**src/rtl/txsched_pkg.sv**
```systemverilog
package txsched_pkg;

  localparam int WORD_W = 16;

  // examined line status bits
  localparam logic [WORD_W-1:0] ST_UNDERRUN = 16'h4000;
  localparam logic [WORD_W-1:0] ST_COLLIDE  = 16'h1000;
  localparam logic [WORD_W-1:0] ST_FAULT    = 16'h0400;
  localparam logic [WORD_W-1:0] ST_PARITY   = 16'h0200;
  localparam logic [WORD_W-1:0] ST_WATCHED  =
    ST_UNDERRUN | ST_COLLIDE | ST_FAULT | ST_PARITY;

  // completion codes
  localparam logic [WORD_W-1:0] CODE_GOOD    = 16'h4000;
  localparam logic [WORD_W-1:0] CODE_HWERR   = 16'h7000;
  localparam logic [WORD_W-1:0] CODE_EMPTY   = 16'h6800;
  localparam logic [WORD_W-1:0] CODE_MASKOVF = 16'h6400;

  typedef enum logic [2:0] {
    S_IDLE, S_CHECK, S_TX, S_WAIT, S_GAP
  } schedState_t;

  typedef enum logic [1:0] {
    C_STATUS, C_EMPTY, C_MASKOVF
  } codeSel_t;

  // strobes from control to datapath
  typedef struct packed {
    logic     loadDesc;
    logic     growMask;
    logic     setCode;
    codeSel_t codeSel;
    logic     loadBackoff;
    logic     loadGap;
    logic     reloadPeriod;
  } dpCtl_t;

endpackage

```
**src/rtl/tx_sched_dp.sv**
```systemverilog
module tx_sched_dp
  import txsched_pkg::*;
#(
  parameter int LEN_W     = 16,
  parameter int CHAN_ID   = 5,
  parameter int TIMER_W   = 7,
  parameter int TICK_MULT = 6,
  parameter int GAP_TICKS = 78
) (
  input  logic              clk,
  input  logic              rstN,
  input  dpCtl_t            ctl,
  input  logic [LEN_W-1:0]  frameLen,
  input  logic [WORD_W-1:0] initMask,
  input  logic [WORD_W-1:0] txStatus,
  input  logic [WORD_W-1:0] freeClock,
  input  logic              tickStb,
  output logic              lenZero,
  output logic              maskTop,
  output logic              collOnly,
  output logic              rndZero,
  output logic              timerZero,
  output logic              periodsZero,
  output logic [WORD_W-1:0] maskOut,
  output logic [WORD_W-1:0] complCode,
  output logic              donePulse
);

  localparam int TOTAL_W  = WORD_W + $clog2(TICK_MULT + 1);
  localparam int PERIOD_W = TOTAL_W - TIMER_W;
  localparam logic [WORD_W-1:0] CHAN_VAL = WORD_W'(CHAN_ID);

  logic [WORD_W-1:0]   maskQ;
  logic                emptyQ;
  logic [WORD_W-1:0]   codeQ;
  logic                doneQ;
  logic [TIMER_W-1:0]  timerQ;
  logic [PERIOD_W-1:0] periodsQ;

  logic [WORD_W-1:0]   watched;
  logic [WORD_W-1:0]   rnd;
  logic [TOTAL_W-1:0]  totalTicks;
  logic [WORD_W-1:0]   statusCode;

  assign watched    = txStatus & ST_WATCHED;
  assign collOnly   = (watched == ST_COLLIDE);
  assign rnd        = ((freeClock >> 2) ^ CHAN_VAL) & (maskQ >> 1);
  assign rndZero    = (rnd == '0);
  assign totalTicks = TOTAL_W'(rnd) * TOTAL_W'(TICK_MULT);
  assign statusCode = (watched == '0) ? CODE_GOOD
                                      : (CODE_HWERR | (watched >> 8));

  assign lenZero     = emptyQ;
  assign maskTop     = maskQ[WORD_W-1];
  assign timerZero   = (timerQ == '0);
  assign periodsZero = (periodsQ == '0);
  assign maskOut     = maskQ;
  assign complCode   = codeQ;
  assign donePulse   = doneQ;

  // descriptor state
  always_ff @(posedge clk) begin
    if (!rstN) begin
      maskQ  <= '0;
      emptyQ <= 1'b0;
    end else if (ctl.loadDesc) begin
      maskQ  <= initMask;
      emptyQ <= (frameLen == '0);
    end else if (ctl.growMask) begin
      maskQ  <= {maskQ[WORD_W-2:0], 1'b1};
    end
  end

  // completion reporting
  always_ff @(posedge clk) begin
    if (!rstN) begin
      codeQ <= '0;
      doneQ <= 1'b0;
    end else begin
      doneQ <= ctl.setCode;
      if (ctl.setCode) begin
        unique case (ctl.codeSel)
          C_EMPTY:   codeQ <= CODE_EMPTY;
          C_MASKOVF: codeQ <= CODE_MASKOVF;
          default:   codeQ <= statusCode;
        endcase
      end
    end
  end

  // chunked tick timer: remainder first, then whole periods
  always_ff @(posedge clk) begin
    if (!rstN) begin
      timerQ   <= '0;
      periodsQ <= '0;
    end else if (ctl.loadGap) begin
      timerQ   <= TIMER_W'(GAP_TICKS);
      periodsQ <= '0;
    end else if (ctl.loadBackoff) begin
      timerQ   <= totalTicks[TIMER_W-1:0];
      periodsQ <= totalTicks[TOTAL_W-1:TIMER_W];
    end else if (ctl.reloadPeriod) begin
      timerQ   <= '1;
      periodsQ <= periodsQ - 1'b1;
    end else if (tickStb && timerQ != '0) begin
      timerQ   <= timerQ - 1'b1;
    end
  end


  mask_grow_chk: assert property (@(posedge clk) disable iff (!rstN)
    ctl.growMask |=> maskQ[0] && maskQ[WORD_W-1:1] == $past(maskQ[WORD_W-2:0]));


  ovf_keep_chk: assert property (@(posedge clk) disable iff (!rstN)
    (doneQ && codeQ == CODE_MASKOVF) |-> $stable(maskQ));


  timer_norise_chk: assert property (@(posedge clk) disable iff (!rstN)
    !(ctl.loadGap || ctl.loadBackoff || ctl.reloadPeriod) |=> timerQ <= $past(timerQ));


  done_single_chk: assert property (@(posedge clk) disable iff (!rstN)
    doneQ |=> !doneQ);

endmodule

```
**src/rtl/tx_sched_ctl.sv**
```systemverilog
module tx_sched_ctl
  import txsched_pkg::*;
(
  input  logic   clk,
  input  logic   rstN,
  input  logic   startReq,
  input  logic   txStatusValid,
  input  logic   lenZero,
  input  logic   maskTop,
  input  logic   collOnly,
  input  logic   rndZero,
  input  logic   timerZero,
  input  logic   periodsZero,
  output dpCtl_t ctl,
  output logic   txEnable
);

  schedState_t stateQ, stateD;
  logic        pendQ, pendD;

  assign txEnable = (stateQ == S_TX);

  always_comb begin
    ctl    = '0;
    stateD = stateQ;
    pendD  = pendQ;
    unique case (stateQ)
      S_IDLE: begin
        if (startReq) begin
          ctl.loadDesc = 1'b1;
          stateD       = S_CHECK;
        end
      end
      S_CHECK: begin
        if (lenZero) begin
          ctl.setCode = 1'b1;
          ctl.codeSel = C_EMPTY;
          ctl.loadGap = 1'b1;
          stateD      = S_GAP;
        end else if (maskTop) begin
          ctl.setCode = 1'b1;
          ctl.codeSel = C_MASKOVF;
          ctl.loadGap = 1'b1;
          stateD      = S_GAP;
        end else begin
          ctl.growMask = 1'b1;
          stateD       = S_TX;
        end
      end
      S_TX: begin
        if (txStatusValid) begin
          if (collOnly) begin
            if (rndZero) begin
              stateD = S_CHECK;
            end else begin
              ctl.loadBackoff = 1'b1;
              stateD          = S_WAIT;
            end
          end else begin
            ctl.setCode = 1'b1;
            ctl.codeSel = C_STATUS;
            ctl.loadGap = 1'b1;
            stateD      = S_GAP;
          end
        end
      end
      S_WAIT: begin
        if (timerZero) begin
          if (periodsZero) stateD = S_CHECK;
          else             ctl.reloadPeriod = 1'b1;
        end
      end
      S_GAP: begin
        if (startReq && !pendQ) begin
          ctl.loadDesc = 1'b1;
          pendD        = 1'b1;
        end
        if (timerZero) begin
          stateD = (pendQ || startReq) ? S_CHECK : S_IDLE;
          pendD  = 1'b0;
        end
      end
      default: stateD = S_IDLE;
    endcase
  end

  always_ff @(posedge clk) begin
    if (!rstN) begin
      stateQ <= S_IDLE;
      pendQ  <= 1'b0;
    end else begin
      stateQ <= stateD;
      pendQ  <= pendD;
    end
  end


  timer_load_chk: assert property (@(posedge clk) disable iff (!rstN)
    $onehot0({ctl.loadGap, ctl.loadBackoff, ctl.reloadPeriod}));


  gap_follow_chk: assert property (@(posedge clk) disable iff (!rstN)
    ctl.setCode |=> stateQ == S_GAP);


  status_ignore_chk: assert property (@(posedge clk) disable iff (!rstN)
    (stateQ != S_TX && stateQ != S_CHECK) |=> !$rose(txEnable));

endmodule

```
**src/rtl/tx_retry_sched.sv**
```systemverilog
module tx_retry_sched
  import txsched_pkg::*;
#(
  parameter int LEN_W     = 16,
  parameter int CHAN_ID   = 5,
  parameter int TIMER_W   = 7,
  parameter int TICK_MULT = 6,
  parameter int GAP_TICKS = 78
) (
  input  logic              clk,
  input  logic              rstN,
  input  logic              startReq,
  input  logic [LEN_W-1:0]  frameLen,
  input  logic [15:0]       initMask,
  input  logic [15:0]       txStatus,
  input  logic              txStatusValid,
  input  logic [15:0]       freeClock,
  input  logic              tickStb,
  output logic              txEnable,
  output logic [15:0]       maskOut,
  output logic [15:0]       complCode,
  output logic              donePulse
);

  dpCtl_t ctl;
  logic   lenZero, maskTop, collOnly, rndZero, timerZero, periodsZero;

  tx_sched_ctl u_ctl (
    .clk          (clk),
    .rstN         (rstN),
    .startReq     (startReq),
    .txStatusValid(txStatusValid),
    .lenZero      (lenZero),
    .maskTop      (maskTop),
    .collOnly     (collOnly),
    .rndZero      (rndZero),
    .timerZero    (timerZero),
    .periodsZero  (periodsZero),
    .ctl          (ctl),
    .txEnable     (txEnable)
  );

  tx_sched_dp #(
    .LEN_W    (LEN_W),
    .CHAN_ID  (CHAN_ID),
    .TIMER_W  (TIMER_W),
    .TICK_MULT(TICK_MULT),
    .GAP_TICKS(GAP_TICKS)
  ) u_dp (
    .clk        (clk),
    .rstN       (rstN),
    .ctl        (ctl),
    .frameLen   (frameLen),
    .initMask   (initMask),
    .txStatus   (txStatus),
    .freeClock  (freeClock),
    .tickStb    (tickStb),
    .lenZero    (lenZero),
    .maskTop    (maskTop),
    .collOnly   (collOnly),
    .rndZero    (rndZero),
    .timerZero  (timerZero),
    .periodsZero(periodsZero),
    .maskOut    (maskOut),
    .complCode  (complCode),
    .donePulse  (donePulse)
  );

endmodule

```
**config.mk**
```make
export PLATFORM = sky130hd
export DESIGN_NAME = tx_retry_sched
export DESIGN_NICKNAME = d
export VERILOG_FILES = /design/src/rtl/txsched_pkg.sv /design/src/rtl/tx_sched_dp.sv /design/src/rtl/tx_sched_ctl.sv /design/src/rtl/tx_retry_sched.sv
export SDC_FILE = /design/constraint.sdc
export NUM_CORES = 1
export LEC_CHECK = 0
export BUFFER_PORTS_ARGS = -buffer_cell sky130_fd_sc_hd__buf_2
export CAP_MARGIN = 0
export CORE_MARGIN = 5
export CORE_UTILIZATION = 55
export DETAILED_ROUTE_END_ITERATION = 8
export PLACE_DENSITY = 0.84
export SYNTH_ARGS = -nofsm -noshare
export SYNTH_HDL_FRONTEND = slang
export SYNTH_HIERARCHICAL = 1
export SYNTH_SLANG_ARGS = --single-unit
```
**constraint.sdc**
```tcl
create_clock -name clk -period 4.62 [get_ports clk]
set_clock_uncertainty 0.05 [all_clocks]
set_input_delay 0.231 -clock clk [delete_from_list [all_inputs] [get_ports clk]]
set_output_delay 0.231 -clock clk [all_outputs]
set_load 0.005 [all_outputs]
```
# After elaboration in Yosys (flattened, before gate mapping)
# Cells that the tools add are included.
[word_totals] regBits=57 in_bits=69 out_inout_bits=34 word_cells=93
[op_classes] n_addsub=2 multipliers=1 n_eq_ne=12 n_mux=44 n_bitwise=3 n_reduce_logical=21
[op_table] op="zero test 16 bit" count=3
[op_table] op="two-way mux 3 bit" count=11
[op_table] op="two-way mux 16 bit" count=2
[op_table] op="case mux 16 bit (2 select lines)" count=1
[op_table] op="two-way mux 7 bit" count=4
[op_table] op="two-way mux 12 bit" count=2
[op_table] op="multiplier 16 x 2 -> 18 bit (second input constant)" count=1
[op_table] op="two-way mux 1 bit" count=17
[op_table] op="AND 14 x 15 -> 15 bit" count=1
[op_table] op="case mux 3 bit (5 select lines)" count=1
[op_table] op="two-way mux 14 bit" count=1
[op_table] op="zero test 12 bit" count=1
[op_table] op="subtractor 12 x 1 -> 12 bit (second input constant)" count=1
[op_table] op="inequality test 2 bit (second input constant)" count=5
[op_table] op="nonzero test 2 bit" count=4
[op_table] op="zero test 7 bit" count=1
[op_table] op="nonzero test 7 bit" count=1
[op_table] op="subtractor 7 x 1 -> 7 bit (second input constant)" count=1
[op_table] op="== test 3 x 2 -> 1 bit (second input constant)" count=2
[op_table] op="case mux 3 bit (2 select lines)" count=1
[op_table] op="two-way mux 5 bit" count=1
[op_table] op="AND reduction 5 bit" count=1
[op_table] op="== test 4 x 3 -> 1 bit (second input constant)" count=1
[op_table] op="case mux 1 bit (2 select lines)" count=2
[op_table] op="16 further kinds" count=17

# Depth between registers and ports, before layout
# Gate-level depths: netlist of the first run.
[logic_depth] ltp_word=9 ltp_mapped=12 depth_no_buf=11

# By module
# Netlist of the first run, hierarchy kept.
[modules_own_cells] module="tx_sched_dp" instances=1 cells_per_inst=416 area_per_inst_um2=3278.1
[modules_own_cells] module="tx_sched_ctl" instances=1 cells_per_inst=48 area_per_inst_um2=362.8

# Worst setup path before layout of the first run
# OpenSTA, ideal clock, no wires.
[synth_path] path_kind="reg2reg" start="reg u_dp.periodsQ[3]" end="reg u_dp.periodsQ[4]" setup_time_ns=0.120 t_arrival_ns=2.814 path_slack_ns=1.637 stages_incl_launch_ff=12 n_path_buf=1 path_cell_list="dfxtp_1 or4_4 or3_4 or4_4 nor3b_1 nor3_1 clkbuf_1 nand2_1 nor3_1 xnor2_1 nor2_1 a211o_1"
[synth_rtl] item="from (decl)" line="tx_sched_dp.sv:38" rtl="logic [PERIOD_W-1:0] periodsQ;"
[synth_rtl] item="from (signal assigned)" line="tx_sched_dp.sv:101" rtl="periodsQ <= totalTicks[TOTAL_W-1:TIMER_W];"
[synth_rtl] item="from (signal assigned)" line="tx_sched_dp.sv:104" rtl="periodsQ <= periodsQ - 1'b1;"

==> qor.yml, run 1 <==
slew_headroom: 0.299
postCtsSetupBuffers: 0
start_util: 0.570
max_freq_ghz: 0.289
finalSetupViolations: 0
synth_common_cells: "dfxtp_1, nand2_1, nor2_1"
cts-htree-levels: 2
tns_ns: 0
yosysTopAreaCellShare: 0.275
critPathMaxFanout: 8
synth_area_per_cell_sq_um: 7.85
ys.flop_type: "dfxtp_1"
synth_most_common_cell: "dfxtp_1"
grt_use_total: 0.218
die-area_sq_um: 8350
worstPathRequired_ns: 4.79
finalWirelength_mm: 9.45
final.period_utilization: 0.749
end_kind: "register"
wl_per_cell_um: 15.6
cts-root-buf: "clkbuf_8"
ant_nets: 0
overflow: 0
vias_per_cell: 5.97
crit_arrival_ns: 3.63
placed_area_sq_um: 4010
die_height_um: 91.4
whs_path_depth: 2
antenna_found_initial: 0
ys_ff_latch: 50
dr.first_iter.drc_count: 270
layout-drive-gt1-share: 0.195
start_kind: "register"
yosysWarnings: 6
grt_pass1_vias: 3329
cts_buffer_depth: 2
dp_cells: 597
vdd_drop_max_uv: 249
synthArstFlopShare: 0
cts_buffers: 5
insertion_delay_ns: 0.31
ff2ff_path_depth: 9
grt_max_degree: 39
path_class: "reg -> reg"
synthCells: 464
drv_slew: 0
hpwl_mm: 7.18
vias: 3610
tightest_slew_ns: 1.05
clock_sinks: 50
io_buffer_count: 81
synth-edff-count: 0
fin_crit_ns: 3.46
area_growth_pct: 13.6
grt_pass1_wl_mm: 15.4
coreArea_sq_um: 6390
power_density_nw_per_um2: 431
antenna_cells: 0
max-cap-violations: 0
finalHoldViolCount: 0
yosysTopAreaCell: "dfxtp_1"
instances_no_fill: 605
drtPass1Iterations: 5
drc: 0
status: "finished, final reports clean"
yosysSeqAreaShare: 0.275
fin_area_sq_um: 4140
syn_area_sq_um: 3640
cts_tree: "done"
layout.nets: 610
p_leak_nw: 1.86
gp_congestion: 0.835
r2r_slack_ns: 1.16
synth_area_leaders: "dfxtp_1, mux2i_1, ha_1"
row_count: 29
synth.distinct_cells: 67
cts_resized: 0
rsz0062_at_grt: "no"
die_w_um: 91.4
min_path_type: "in -> reg"
ios: 103
cts_hold_buf: 0
clkTransAtPathRegs_ns: 0.10
finalPower_mw: 1.78
-- sequential cells by signal, indices dropped and copies added, names as in the netlist --
name and flops:
u_ctl/pendQ 1, u_ctl/stateQ 3, u_dp/complCode 9, u_dp/donePulse 1, u_dp/lenZero 1, u_dp/maskOut 16
u_dp/periodsQ 12, u_dp/timerQ 7
-- critical path: stages (launching register included) --
cell,delay (ns)
dfxtp_1,0.37
or3_1,0.44
nor4_1,0.53
inv_1,0.12
nor3_1,0.75
nand3_1,0.36
nor4_1,0.31
xor2_1,0.17
nor2_1,0.06
a211oi_1,0.22
-- per-layer routing --
metal / track usage / part of all wire / up-vias
met3: 0.0405 / 0.062 / 19
met1: 0.287 / 0.44 / 1678
met2: 0.367 / 0.48 / 137
li1: - / - / 1776
met4: 0.0526 / 0.017 / 0
met5: 0 / 0 / -
-- power by group --
part           internal (mW)  leakage (nW)  switching (mW)
Clock                  0.178        0.0618           0.158
Sequential             0.525         0.408           0.120
Combinational          0.358          1.39           0.444
Total                   1.06          1.86           0.723
-- area by class of cell --
| cell class | instances | area (sq um) |
|---|---|---|
| fillers | 561 | 2250 |
| well taps | 77 | 96.3 |
| repair buffers | 83 | 420 |
| flip-flops and latches | 50 | 1000 |
| clock inverters | 2 | 38.8 |
| inverters | 18 | 67.6 |
| clock buffers | 6 | 82.6 |
| multi-input cells | 369 | 2430 |
-- kinds of logic after synthesis --
logic type      after synthesis  share of synthesized area
buf+inv                      51                     0.0643
mux                          21                     0.0577
compound gates              120                      0.224
flops                        50                      0.275
other cells                   1                    0.00103
fa+ha+maj                    14                     0.0481
simple gates                183                      0.273
xor+xnor                     24                     0.0577
-- through the flow --
step	util	setup WS (ns)	hold slack [ns]
after floorplan	-	1.64	0.299
after global placement	0.629	1.24	0.394
after detailed placement	0.629	1.19	0.415
after CTS	0.648	1.17	0.0981
after global routing	0.648	0.793	0.0921
final	0.648	1.16	0.0941
-- layout by cell type, fill, tap and decap left out, types with 10 or more instances in the layout --
cell type / netlist / routed
dfxtp_1: 50 / 50
nor2_1: 33 / 33
nand2b_1: 10 / 10
nand2_1: 45 / 45
xnor2_1: 19 / 19
and2_1: 16 / 16
a21oi_1: 25 / 25
inv_1: 17 / 17
mux2i_1: 21 / 21
buf_2: 1 / 81
ha_1: 14 / 14
nor3_1: 12 / 12
o21ai_0: 31 / 31
nor4_1: 11 / 11
nand3_1: 12 / 12
-- path summary, 6_finish.rpt --
kind,start,to
worst max-delay path,u_dp/timerQ[3],u_dp/periodsQ[5]
worst min-delay path,initMask[15],u_dp/maskOut[15]
worst max register to register,u_dp/timerQ[3],u_dp/periodsQ[5]
worst min register to register,u_dp/complCode[14],u_dp/complCode[14]
No activity file was read; power rests on OpenSTA's default activity.
==> run 2: changes to the inputs <==
--- a/config.mk
+++ b/config.mk
@@ -8,9 +8,9 @@
 export BUFFER_PORTS_ARGS = -buffer_cell sky130_fd_sc_hd__buf_2
 export CAP_MARGIN = 0
 export CORE_MARGIN = 5
-export CORE_UTILIZATION = 55
+export CORE_UTILIZATION = 53
 export DETAILED_ROUTE_END_ITERATION = 8
-export PLACE_DENSITY = 0.84
+export PLACE_DENSITY = 0.81
 export SYNTH_ARGS = -nofsm -noshare
 export SYNTH_HDL_FRONTEND = slang
 export SYNTH_HIERARCHICAL = 1
==> constraint.sdc (replaced) <==
create_clock -name clk -period 3.59 [get_ports clk]
set_clock_uncertainty 0.05 [all_clocks]
set_input_delay 0.1795 -clock clk [delete_from_list [all_inputs] [get_ports clk]]
set_output_delay 0.1795 -clock clk [all_outputs]
set_load 0.005 [all_outputs]
==> run 2 against run 1 <==
Against the previous run:
- global-route usage is 0.16 points higher
- via count rose by 0.42%
- hold slack lost 0.057 ns
- final cell count grew 1.5%
- design area increased by 0.97%
- clock-buffer cell count down 1
- largest power group unchanged
- highest routed layer unchanged
==> qor.yml, run 2 (synthesized netlist as in run 1, its figures left out) <==
status: "finished, final reports clean"
tns_ns: 0
cts-root-buf: "clkbuf_8"
coreArea_sq_um: 6760
grt_use_total: 0.219
route.met2.wl_mm: 4.41
cts-htree-levels: 2
fin_crit_ns: 3.19
placed_area_sq_um: 4060
ant_nets: 0
timing.hold.ws_ns: 0.0369
drv_slew: 0
max_freq_ghz: 0.314
io_buffer_count: 81
final_common_cell: "buf_2"
critPathMaxFanout: 8
gp_congestion: 0.875
cts_resized: 0
top_layer_used: "met4"
ios: 103
dr.first_iter.drc_count: 211
path_class: "reg -> reg"
rr_startpoint: "u_dp/timerQ[3]"
slew_headroom: 0.290
power_density_nw_per_um2: 547
largest_reg_flops: 16
drtPass1Iterations: 5
layout-drive-gt1-share: 0.204
area_growth_pct: 14.7
start_kind: "register"
vdd_drop_max_uv: 284
end_kind: "register"
fin_area_sq_um: 4180
start_util: 0.539
grt_pass1_wl_mm: 15.8
min_path_type: "in -> reg"
clock_sinks: 50
layout.nets: 616
finalWirelength_mm: 9.25
cts_buffers: 5
vias_per_cell: 5.90
dp_cells: 606
vias: 3625
wl_per_cell_um: 15.1
wl_met1_mm: 3.99
die-area_sq_um: 8630
n_fill_cell: 593
wl_met3_um: 664
crit_arrival_ns: 3.36
instances_no_fill: 614
row_count: 30
antenna_cells: 0
antenna_found_initial: 0
insertion_delay_ns: 0.30
hpwl_mm: 7.12
worstPathRequired_ns: 3.77
p_leak_nw: 1.88
cts_buffer_depth: 2
hp-start: "initMask[15]"
tightest_slew_ns: 1.07
postCtsSetupBuffers: 0
drc: 0
finalSetupViolations: 0
most-common-layout-cells: "buf_2, dfxtp_1, nand2_1"
clkTransAtPathRegs_ns: 0.10
grt_pass1_vias: 3415
die_height_um: 92.9
final.period_utilization: 0.887
max-cap-violations: 0
grt_max_degree: 39
finalHoldViolCount: 0
cts_tree: "done"
overflow: 0
cts_hold_buf: 0
die_w_um: 92.9
rsz0062_at_grt: "no"
cp-startpoint: "u_dp/timerQ[3]"
finalPower_mw: 2.28
==> run 2: changes by cell type in the layout (fill, tap and decap cells not counted), sizes merged <==
cell	previous run	this run
clkbuf	6	5
buf	83	89
clkinv	1	2
==> run 2: critical path: stages (launching register included) <==
cell and delay (ns):
dfxtp_1 0.37, or3_1 0.44, nor4_1 0.23, buf_4 0.19
inv_1 0.05, nor3_1 0.66, nand3_1 0.36, nor4_1 0.34
xor2_1 0.18, nor2_1 0.06, a211oi_1 0.19
==> run 2: final cells by class <==
cell class	count	area, sq um	share of cell area
multi-input cells	369	2430	0.582
flip-flops and latches	50	1000	0.240
repair buffers	89	465	0.111
well taps	80	100	0.0240
clock buffers	5	68.8	0.0165
inverters	18	67.6	0.0162
clock inverters	3	43.8	0.0105
==> run 2: metal layers <==
layer | global-route usage | vias up
met3 | 0.0455 | 16
met1 | 0.287 | 1673
met5 | 0 | -
met4 | 0.0611 | 0
li1 | - | 1793
met2 | 0.365 | 143
==> run 2: metrics by stage <==
stage | utilization | worst slack, ns
after global placement | 0.601 | 0.478
after floorplan | - | 0.607
final | 0.618 | 0.404
after global routing | 0.618 | 0.143
after CTS | 0.618 | 0.379
after detailed placement | 0.601 | 0.411
==> run 2: final timing paths <==
path                                            to  slack (ns)  depth (start not counted)
worst max register to register    u_dp/periodsQ[5]        0.40                         10
worst min register to register  u_dp/complCode[14]        0.43                          1
worst max-delay path              u_dp/periodsQ[5]        0.40                         10
worst min-delay path              u_dp/maskOut[15]        0.04                          2
==> run 2: power breakdown <==
part / internal, mW / leakage [nW] / switching, mW
Clock: 0.209 / 0.0585 / 0.195
Sequential: 0.675 / 0.408 / 0.150
Combinational: 0.485 / 1.42 / 0.569
==> run 3: changes to the inputs <==
--- a/config.mk
+++ b/config.mk
@@ -10,8 +10,10 @@
 export CORE_MARGIN = 5
 export CORE_UTILIZATION = 53
 export DETAILED_ROUTE_END_ITERATION = 8
+export GPL_TIMING_DRIVEN = 0
 export PLACE_DENSITY = 0.81
 export SYNTH_ARGS = -nofsm -noshare
 export SYNTH_HDL_FRONTEND = slang
 export SYNTH_HIERARCHICAL = 1
 export SYNTH_SLANG_ARGS = --single-unit
+export TNS_END_PERCENT = 20
==> run 3 against run 2 <==
Against the previous run:
- power shrank 1.9%
- fmax shrank 6.0%
- routed wire length grew 5.4%
- non-clock buffer count grew 25
- final cell count grew 4.1%
- combinational power grew 6%
- critical path type unchanged
- first-iteration DRC count is the same
- register-to-register slack lost 0.20 ns
- clock power shrank 18%
- via count grew 2.1%
==> qor.yml, run 3 (synthesized netlist as in run 1, its figures left out) <==
gp_congestion: 0.915
drc: 0
die_w_um: 92.9
clock_sinks: 50
power_density_nw_per_um2: 526
cts_hold_buf: 0
cts_buffers: 5
antenna_cells: 0
p_leak_nw: 1.92
final_core_util: 0.631
status: "finished, final reports clean"
path_class: "reg -> reg"
worstPathRequired_ns: 3.78
min_path_type: "in -> reg"
ios: 103
vias_per_cell: 5.79
io_buffer_count: 81
vias: 3700
cts-htree-levels: 2
layout.nets: 641
most-common-layout-cells: "buf_2, dfxtp_1, nand2_1"
clkTransAtPathRegs_ns: 0.10
grt_pass1_vias: 3531
end_kind: "register"
final_common_cell: "buf_2"
ant_nets: 0
fin_crit_ns: 3.39
drtPass1Iterations: 5
vdd_drop_max_uv: 289
coreArea_sq_um: 6760
overflow: 0
antenna_found_initial: 0
die-area_sq_um: 8630
layout-drive-gt1-share: 0.200
drv_slew: 0
area_growth_pct: 17.0
grt_max_degree: 16
insertion_delay_ns: 0.30
dr.first_iter.drc_count: 211
hpwl_mm: 7.63
grt_pass1_wl_mm: 16.3
finalWirelength_mm: 9.75
max-cap-violations: 0
largest_reg_flops: 16
start_kind: "register"
critPathMaxFanout: 8
cts-root-buf: "clkbuf_8"
final.period_utilization: 0.944
start_util: 0.539
tightest_slew_ns: 0.802
finalSetupViolations: 0
tns_ns: 0
finalHoldViolCount: 0
wl_per_cell_um: 15.3
slew_headroom: 0.460
row_count: 30
grt_use_total: 0.226
cts_buffer_depth: 2
cts_tree: "done"
rsz0062_at_grt: "no"
max_freq_ghz: 0.295
crit_arrival_ns: 3.58
die_height_um: 92.9
run 3: cell count changes in the layout (fill, tap and decap cells not counted):
cell       previous run  this run
clkbuf_1              0        23
buf_2                81        82
clkinv_4              0         1
buf_6                 0         1
nor3b_2               0         1
nor3b_1               5         4
bufinv_16             1         0
inv_6                 1         0
buf_4                 8         9
run 3: metal layers:
layer,global-route usage,routed length [um],vias up
li1,-,-,1846
met1,0.300,4480,1706
met2,0.378,4570,130
met3,0.0398,511,18
met4,0.0598,185,0
met5,0,0,-
run 3: worst paths after layout:
kind	start	end	slack (ns)	cells past startpoint
max	u_dp/periodsQ[3]	u_dp/timerQ[3]	0.20	11
min	initMask[5]	u_dp/maskOut[5]	0.04	2
max reg2reg	u_dp/periodsQ[3]	u_dp/timerQ[3]	0.20	11
min reg2reg	u_dp/complCode[6]	u_dp/complCode[6]	0.44	2
run 3: through the flow:
stage | cell area [sq um] | power [mW] | cells | setup WS, ns | hold WS (ns)
finish | 4260 | 2.24 | 639 | 0.202 | 0.0419
global route | 4260 | 2.42 | 639 | 0.0910 | 0.0407
CTS | 4260 | 2.23 | 639 | 0.0306 | 0.0329
detailed placement | 4170 | 1.90 | 631 | 0.0645 | 0.356
global placement | 4170 | 1.86 | 631 | 0.143 | 0.353
floorplan | 3660 | 1.59 | 470 | 0.607 | 0.247
run 3: timing repair:
| item | in CTS | in global routing |
|---|---|---|
| setup buffers | 0 | 0 |
| setup endpoints to repair | 0 | 2 |
| gates resized for setup | 0 | 1 |
run 3: worst max-delay path: stages, from the launching register on:
cell and delay, ns:
dfxtp_1 0.35, or4_4 0.55, or3_4 0.36, or4_4 0.44, nor3b_2 0.32, nor3_1 0.10, clkbuf_1 0.21, nor2_1 0.34
and2_1 0.26, o21bai_1 0.13, a211oi_1 0.08, nor2b_1 0.13
run 3: final cells by class:
cell class / count / area, sq um
Fill cell: 615 / 2500
Multi-Input combinational cell: 369 / 2430
Tap cell: 80 / 100
Sequential cell: 50 / 1000
Timing Repair Buffer: 81 / 405
Buffer: 33 / 166
Clock inverter: 2 / 13.8
Inverter: 18 / 67.6
Clock buffer: 6 / 72.6
run 3: report_power, final:
group | internal [mW] | switching (mW)
clock network | 0.138 | 0.192
registers | 0.675 | 0.129
logic | 0.488 | 0.618
total | 1.30 | 0.939
